## src/rtl/osc_mon_pkg.sv

```systemverilog
package osc_mon_pkg;

    typedef enum logic [1:0] {
        SRC_INT = 2'd0,
        SRC_HF0 = 2'd1,
        SRC_HF1 = 2'd2,
        SRC_LF  = 2'd3
    } src_e;

    typedef enum logic {
        MON_WAIT,
        MON_GOOD
    } mon_state_e;

    typedef enum logic {
        FB_RUN,
        FB_HOLD
    } fb_state_e;

    localparam int NSRC = 4;

    localparam logic [1:0] ADDR_SEL = 2'd0;
    localparam logic [1:0] ADDR_CLR = 2'd1;
    localparam logic [1:0] ADDR_IE  = 2'd2;
    localparam logic [1:0] ADDR_TMO = 2'd3;

    localparam int CLR_COMB_BIT = 4;

endpackage

```

## src/rtl/osc_edge_monitor.sv

```systemverilog
module osc_edge_monitor
    import osc_mon_pkg::*;
#(
    parameter int GOOD_CNT = 1024,
    parameter int TMO_W    = 8
) (
    input  logic             clk,
    input  logic             rst_n,
    input  logic             tick,
    input  logic [TMO_W-1:0] tmo,
    input  logic             clr_req,
    output logic             fault_flag,
    output logic             fault_evt
);

    localparam int CNT_W = $clog2(GOOD_CNT + 1);
    localparam logic [CNT_W-1:0] LAST_CNT = CNT_W'(GOOD_CNT - 1);

    mon_state_e       state_q, state_d;
    logic [CNT_W-1:0] run_q, run_d;
    logic [TMO_W-1:0] gap_q, gap_d;
    logic             flag_q, flag_d;
    logic             timeout;

    assign timeout = !tick && (gap_q >= tmo);

    always_ff @(posedge clk or negedge rst_n) begin
        if (!rst_n) begin
            state_q <= MON_WAIT;
            run_q   <= '0;
            gap_q   <= '0;
            flag_q  <= 1'b1;
        end else begin
            state_q <= state_d;
            run_q   <= run_d;
            gap_q   <= gap_d;
            flag_q  <= flag_d;
        end
    end

    always_comb begin
        state_d = state_q;
        run_d   = run_q;
        unique case (state_q)
            MON_WAIT: begin
                if (timeout) begin
                    run_d = '0;
                end else if (tick) begin
                    if (run_q == LAST_CNT) begin
                        state_d = MON_GOOD;
                        run_d   = '0;
                    end else begin
                        run_d = run_q + 1'b1;
                    end
                end
            end
            MON_GOOD: begin
                if (timeout) begin
                    state_d = MON_WAIT;
                    run_d   = '0;
                end
            end
        endcase

        if (tick || timeout) gap_d = '0;
        else                 gap_d = gap_q + 1'b1;

        flag_d = timeout || (flag_q && !(clr_req && state_q == MON_GOOD));
    end

    always_comb begin
        fault_flag = flag_q;
        fault_evt  = timeout;
    end

endmodule

```

## src/rtl/osc_tap_monitor.sv

```systemverilog
module osc_tap_monitor #(
    parameter int TAP_W = 5
) (
    input  logic             clk,
    input  logic             rst_n,
    input  logic [TAP_W-1:0] tap,
    input  logic             clr_req,
    output logic             fault_flag,
    output logic             fault_evt
);

    logic flag_q;
    logic at_limit;

    assign at_limit = (tap == '0) || (tap == '1);

    always_ff @(posedge clk or negedge rst_n) begin
        if (!rst_n) flag_q <= 1'b0;
        else        flag_q <= at_limit || (flag_q && !clr_req);
    end

    always_comb begin
        fault_flag = flag_q;
        fault_evt  = at_limit;
    end

endmodule

```

## src/rtl/osc_fallback_fsm.sv

```systemverilog
module osc_fallback_fsm
    import osc_mon_pkg::*;
(
    input  logic            clk,
    input  logic            rst_n,
    input  logic            sel_wr,
    input  src_e            sel_data,
    input  logic [NSRC-1:0] flags,
    input  logic [NSRC-1:0] evts,
    input  logic            comb_flag,
    output src_e            eff_sel
);

    fb_state_e       state_q, state_d;
    src_e            req_q, req_d;
    logic [NSRC-1:0] unhealthy;

    assign unhealthy = (flags | evts) & ~NSRC'(1);

    always_ff @(posedge clk or negedge rst_n) begin
        if (!rst_n) begin
            state_q <= FB_RUN;
            req_q   <= SRC_INT;
        end else begin
            state_q <= state_d;
            req_q   <= req_d;
        end
    end

    always_comb begin
        state_d = state_q;
        req_d   = req_q;
        if (sel_wr) begin
            req_d   = sel_data;
            state_d = unhealthy[sel_data] ? FB_HOLD : FB_RUN;
        end else begin
            unique case (state_q)
                FB_RUN:  if (unhealthy[req_q]) state_d = FB_HOLD;
                FB_HOLD: if (!comb_flag && !unhealthy[req_q]) state_d = FB_RUN;
            endcase
        end
    end

    always_comb begin
        eff_sel = (state_q == FB_HOLD) ? SRC_INT : req_q;
    end

endmodule

```

## src/rtl/osc_fault_monitor.sv

```systemverilog
module osc_fault_monitor
    import osc_mon_pkg::*;
#(
    parameter int HF_GOOD = 1024,
    parameter int LF_GOOD = 8192,
    parameter int TMO_W   = 8,
    parameter int TMO_RST = 16,
    parameter int TAP_W   = 5
) (
    input  logic             clk,
    input  logic             rst_n,
    input  logic             hf0_tick,
    input  logic             hf1_tick,
    input  logic             lf_tick,
    input  logic [TAP_W-1:0] osc_tap,
    input  logic             reg_we,
    input  logic [1:0]       reg_addr,
    input  logic [7:0]       reg_wdata,
    output logic [1:0]       eff_src,
    output logic [3:0]       src_fault,
    output logic             any_fault,
    output logic             fault_irq
);

    localparam int NEXT = NSRC - 1;

    logic [NEXT-1:0]  ext_tick;
    logic [NSRC-1:0]  flag_v, evt_v, clr_v;
    logic             clr_comb, sel_wr;
    logic             comb_q, ie_q;
    logic [TMO_W-1:0] tmo_q;
    src_e             eff_sel;

    assign ext_tick = {lf_tick, hf1_tick, hf0_tick};
    assign sel_wr   = reg_we && (reg_addr == ADDR_SEL);
    assign clr_v    = (reg_we && reg_addr == ADDR_CLR) ? reg_wdata[NSRC-1:0] : '0;
    assign clr_comb = reg_we && (reg_addr == ADDR_CLR) && reg_wdata[CLR_COMB_BIT];

    osc_tap_monitor #(.TAP_W(TAP_W)) tap_mon_i (
        .clk        (clk),
        .rst_n      (rst_n),
        .tap        (osc_tap),
        .clr_req    (clr_v[0]),
        .fault_flag (flag_v[0]),
        .fault_evt  (evt_v[0])
    );

    for (genvar gi = 0; gi < NEXT; gi++) begin : g_ext
        localparam int GOOD = (gi == NEXT - 1) ? LF_GOOD : HF_GOOD;
        osc_edge_monitor #(.GOOD_CNT(GOOD), .TMO_W(TMO_W)) mon_i (
            .clk        (clk),
            .rst_n      (rst_n),
            .tick       (ext_tick[gi]),
            .tmo        (tmo_q),
            .clr_req    (clr_v[gi+1]),
            .fault_flag (flag_v[gi+1]),
            .fault_evt  (evt_v[gi+1])
        );
    end

    always_ff @(posedge clk or negedge rst_n) begin
        if (!rst_n) begin
            comb_q <= 1'b1;
            ie_q   <= 1'b0;
            tmo_q  <= TMO_W'(TMO_RST);
        end else begin
            if (|evt_v)                       comb_q <= 1'b1;
            else if (clr_comb && flag_v == '0) comb_q <= 1'b0;
            if (reg_we && reg_addr == ADDR_IE)  ie_q  <= reg_wdata[0];
            if (reg_we && reg_addr == ADDR_TMO) tmo_q <= reg_wdata[TMO_W-1:0];
        end
    end

    osc_fallback_fsm fb_i (
        .clk       (clk),
        .rst_n     (rst_n),
        .sel_wr    (sel_wr),
        .sel_data  (src_e'(reg_wdata[1:0])),
        .flags     (flag_v),
        .evts      (evt_v),
        .comb_flag (comb_q),
        .eff_sel   (eff_sel)
    );

    assign eff_src   = eff_sel;
    assign src_fault = flag_v;
    assign any_fault = comb_q;
    assign fault_irq = comb_q && ie_q;

endmodule

```

## config.mk

```make
export PLATFORM = sky130hd
export DESIGN_NAME = osc_fault_monitor
export DESIGN_NICKNAME = d
export VERILOG_FILES = /design/src/rtl/osc_mon_pkg.sv /design/src/rtl/osc_edge_monitor.sv /design/src/rtl/osc_tap_monitor.sv /design/src/rtl/osc_fallback_fsm.sv /design/src/rtl/osc_fault_monitor.sv
export SDC_FILE = /design/constraint.sdc
export NUM_CORES = 1
export LEC_CHECK = 0
export CORE_MARGIN = 1
export CORE_UTILIZATION = 50
export CTS_BUF_LIST = sky130_fd_sc_hd__clkbuf_4
export DETAILED_ROUTE_END_ITERATION = 12
export DONT_BUFFER_PORTS = 1
export PLACE_DENSITY = 0.73
export SYNTH_ARGS = -nofsm -noshare
export SYNTH_HDL_FRONTEND = slang
export SYNTH_SLANG_ARGS = --single-unit
export TNS_END_PERCENT = 50
```

## constraint.sdc

```tcl
create_clock -name clk -period 6.17 [get_ports clk]
set_input_delay 1.234 -clock clk [delete_from_list [all_inputs] [get_ports clk]]
set_output_delay 1.234 -clock clk [all_outputs]
set_load 0.05 [all_outputs]
```

==> results_dict.tcl <==
set metrics [dict create \
    yosys-top-cells-area "dfrtp_1 (43%), ha_1 (8.5%), xor2_1 (5.6%), nor2_1 (5.4%), nand3_1 (3.2%)" \
    reg2regPathDepth 7 \
    diodes 0 \
    synth-simple-area-share_pct 20.6 \
    clk_latency_ps 430 \
    root_buffer "clkbuf_4" \
    slew_headroom_pct 23.1 \
    grt_overflow_total 0 \
    crit_family "flip-flops" \
    yosysWarningCount 0 \
    holdBufCountCts 0 \
    fmax_mhz 345 \
    min_path_type "primary input to async pin" \
    max_cap_viol_count 0 \
    drt_iter0_markers 113 \
    numCtsBuffers 9 \
    vias 3220 \
    drc_errors 0 \
    die_h_um 95.9 \
    grt_max_degree 81 \
    yosysTopAreaCell "dfrtp_1" \
    pin_count 29 \
    cp_data_required_time_ps 4940 \
    nets 499 \
    start_util_pct 52.6 \
    grt_pass1_vias 3298 \
    yosysTopAreaCellShare_pct 42.5 \
    cts_setup_buffers 0 \
    path_cells "and2_1" \
    finalHoldViolations 0 \
    dp_slack_ps 3450 \
    layout_min_cycle_time_ps 2900 \
    core_um2 8380 \
    synthesis.nets 496 \
    crit_buf_inv 0 \
    fin_tns_setup_ps 0 \
    clkSinkCount 80 \
    post_drt_wl_per_cell_um 15.9 \
    track_usage_pct 21.7 \
    grt_pass1_wl_um 15100 \
    std_cell_rows 33 \
    cp.depth 1 \
    worstReg2RegEnd "g_ext[0].mon_i.run_q[3]$_DFFE_PN0P_" \
    max-clock-path-buffers 2 \
    synth_xor_area_share_pct 7.94 \
    finalMaxSlewViolations 0 \
    die_x_um 95.9 \
    drtPass1Iterations 4 \
    yosysMostFrequentCell "dfrtp_1" \
    peakVddDrop_mv 0.171 \
    slowest_delay_ps 740 \
    ys_types 54 \
    endpoint_kind "output pin" \
    fin_crit_sh_pct 47.0 \
    h-tree-depth 3 \
    cts_resized 0 \
    p_leak_uw 0.00215 \
    syn_inst 445 \
    cp.arrival_ps 1670 \
    setup_ws_ps 3270 \
    layout-drive-gt1-share_pct 8.61 \
    worstReg2RegStart "tmo_q[4]$_DFFE_PN1P_" \
    crit_end "fault_irq" \
    tightest_slew_ps 1130 \
    yosys_most_used_dff "dfrtp_1" \
    synth_compound_area_share_pct 11.2 \
    yosys.area_share.adder_pct 8.51 \
    synth-async-reset-ratio_pct 100 \
    routed_wl_um 8850 \
    die_area_um2 9210 \
    crit_path_start_kind "flip-flop" \
    p_per_area_nw_per_um2 280 \
    place.port_buffers 0 \
    multi_input_area_um2 2260 \
    utilization_pct 55.0 \
    ys_seq_area_share_pct 45.5 \
    crit_path_start "any_fault$_DFFE_PN1P_" \
    netlist_area_um2 4410 \
    antenna_found_initial 0 \
    syn2layout_area_growth_pct 4.48 \
    clock_skew_ps 24.6 \
    fillCellCount 764 \
    path_class "flip-flop to output pin" \
    rsz0062_at_grt "false" \
    vias_per_cell 5.77 \
    antenna_left 0 \
    crit_path_max_fanout 4 \
    synth_seq_cells 80 \
    synth_edf_count 0 \
    outcome "completed" \
    muxShareOfSynthArea_pct 3.03 \
    crit_slowest_cell "dfstp_2" \
    synth_commonest_cells "dfrtp_1 (75), nor2_1 (63), ha_1 (30)" \
    syn_area_per_cell_um2 9.92 \
    setup_viol 0 \
    cts.reportedPaths.clkPinSlew_ps 150 \
    gp_congestion 0.849 \
    regToRegSetupSlack_ps 3390 \
    ff_latch_area_um2 2010 \
    cts_tree "yes" \
    synth_top_family_by_area "simple AND/OR/NAND/NOR gates" \
    hpwl_um 6410 \
]
per-stage QoR:
step                      std cells  power [uW]  instance area (um^2)  hold WS (ps)
after detailed placement        542         982                  4480           482
after floorplan                 445         923                  4410           451
after CTS                       558        1300                  4610           461
final                           558        1290                  4610           491
after global routing            558        1370                  4610           446
after global placement          542         964                  4480           469
layout make-up:
cell class                 instances  area share (%)
clock buffer                      10            1.63
tap                              105            2.85
multi-input combinational        337            49.1
sequential                        80            43.6
inverter                          20            1.63
clock inverter                     6            1.28
cell families after synthesis:
kind of cell | after synthesis
AND/OR/NAND/NOR | 182
flip-flops | 80
AO/OA/AOI/OAI | 73
XOR/XNOR | 40
adder cells (fa/ha/maj) | 30
buffers and inverters | 28
multiplexers | 12
worst min path at each step:
| stage | end | start | cells past startpoint | slack (ps) |
|---|---|---|---|---|
| 3_5_place_dp | g_ext[0].mon_i.run_q[4]$_DFFE_PN0P_ | g_ext[0].mon_i.run_q[4]$_DFFE_PN0P_ | 1 | 480 |
| 3_3_place_gp | g_ext[0].mon_i.run_q[4]$_DFFE_PN0P_ | g_ext[0].mon_i.run_q[4]$_DFFE_PN0P_ | 1 | 470 |
| 2_1_floorplan | g_ext[0].mon_i.run_q[9]$_DFFE_PN0P_ | g_ext[0].mon_i.run_q[9]$_DFFE_PN0P_ | 1 | 450 |
| 4_1_cts | g_ext[0].mon_i.run_q[7]$_DFFE_PN0P_ | rst_n | 0 | 460 |
| 6_report | g_ext[1].mon_i.gap_q[7]$_DFF_PN0_ | rst_n | 0 | 490 |
| 5_1_grt | g_ext[0].mon_i.run_q[8]$_DFFE_PN0P_ | rst_n | 0 | 450 |
sequential cells by signal (all words and copies together), names as in the netlist:
register	count
g_ext.mon_i.run_q	36
g_ext.mon_i.gap_q	24
tmo_q	8
g_ext.mon_i.fault_flag	3
g_ext.mon_i.state_q	3
fb_i.req_q	2
any_fault	1
fb_i.state_q	1
ie_q	1
tap_mon_i.fault_flag	1
cell usage in the layout (no fill, tap or decap), types with 2 or more instances in the layout:
cell      count
mux2_2       11
o31ai_1       5
xnor2_1      12
o21a_1        6
clkinv_1      2
dfrtp_1      75
clkbuf_4     10
and3_1       15
dfstp_2       5
xor2_1       28
o311ai_0      2
nand4_1      11
and3_2        2
nand2b_1      8
o21ai_0      22
or4_1         2
a21oi_1      14
and4_1        2
ha_1         30
o211ai_1      5
and2_1        2
a21o_1        5
inv_1        20
nand2_1      25
nor2_1       63
nor2b_1       7
nor3_1        5
nand3_1      28
nor4_1        3
power by group:
| part | switching, uW | internal [uW] | total, uW |
|---|---|---|---|
| sequential | 108 | 604 | 712 |
| clock | 189 | 127 | 315 |
| combinational | 143 | 121 | 264 |
| total | 440 | 851 | 1290 |
metal layers:
metal  up-vias  global-route usage, %  routed length [um]
met4         0                   11.3                 279
met5         -                      0                   0
met2        56                   34.4                4080
met1      1565                   28.2                4190
met3        22                   4.11                 309
li1       1577                      -                   -
(Power assumes the default switching activity.)
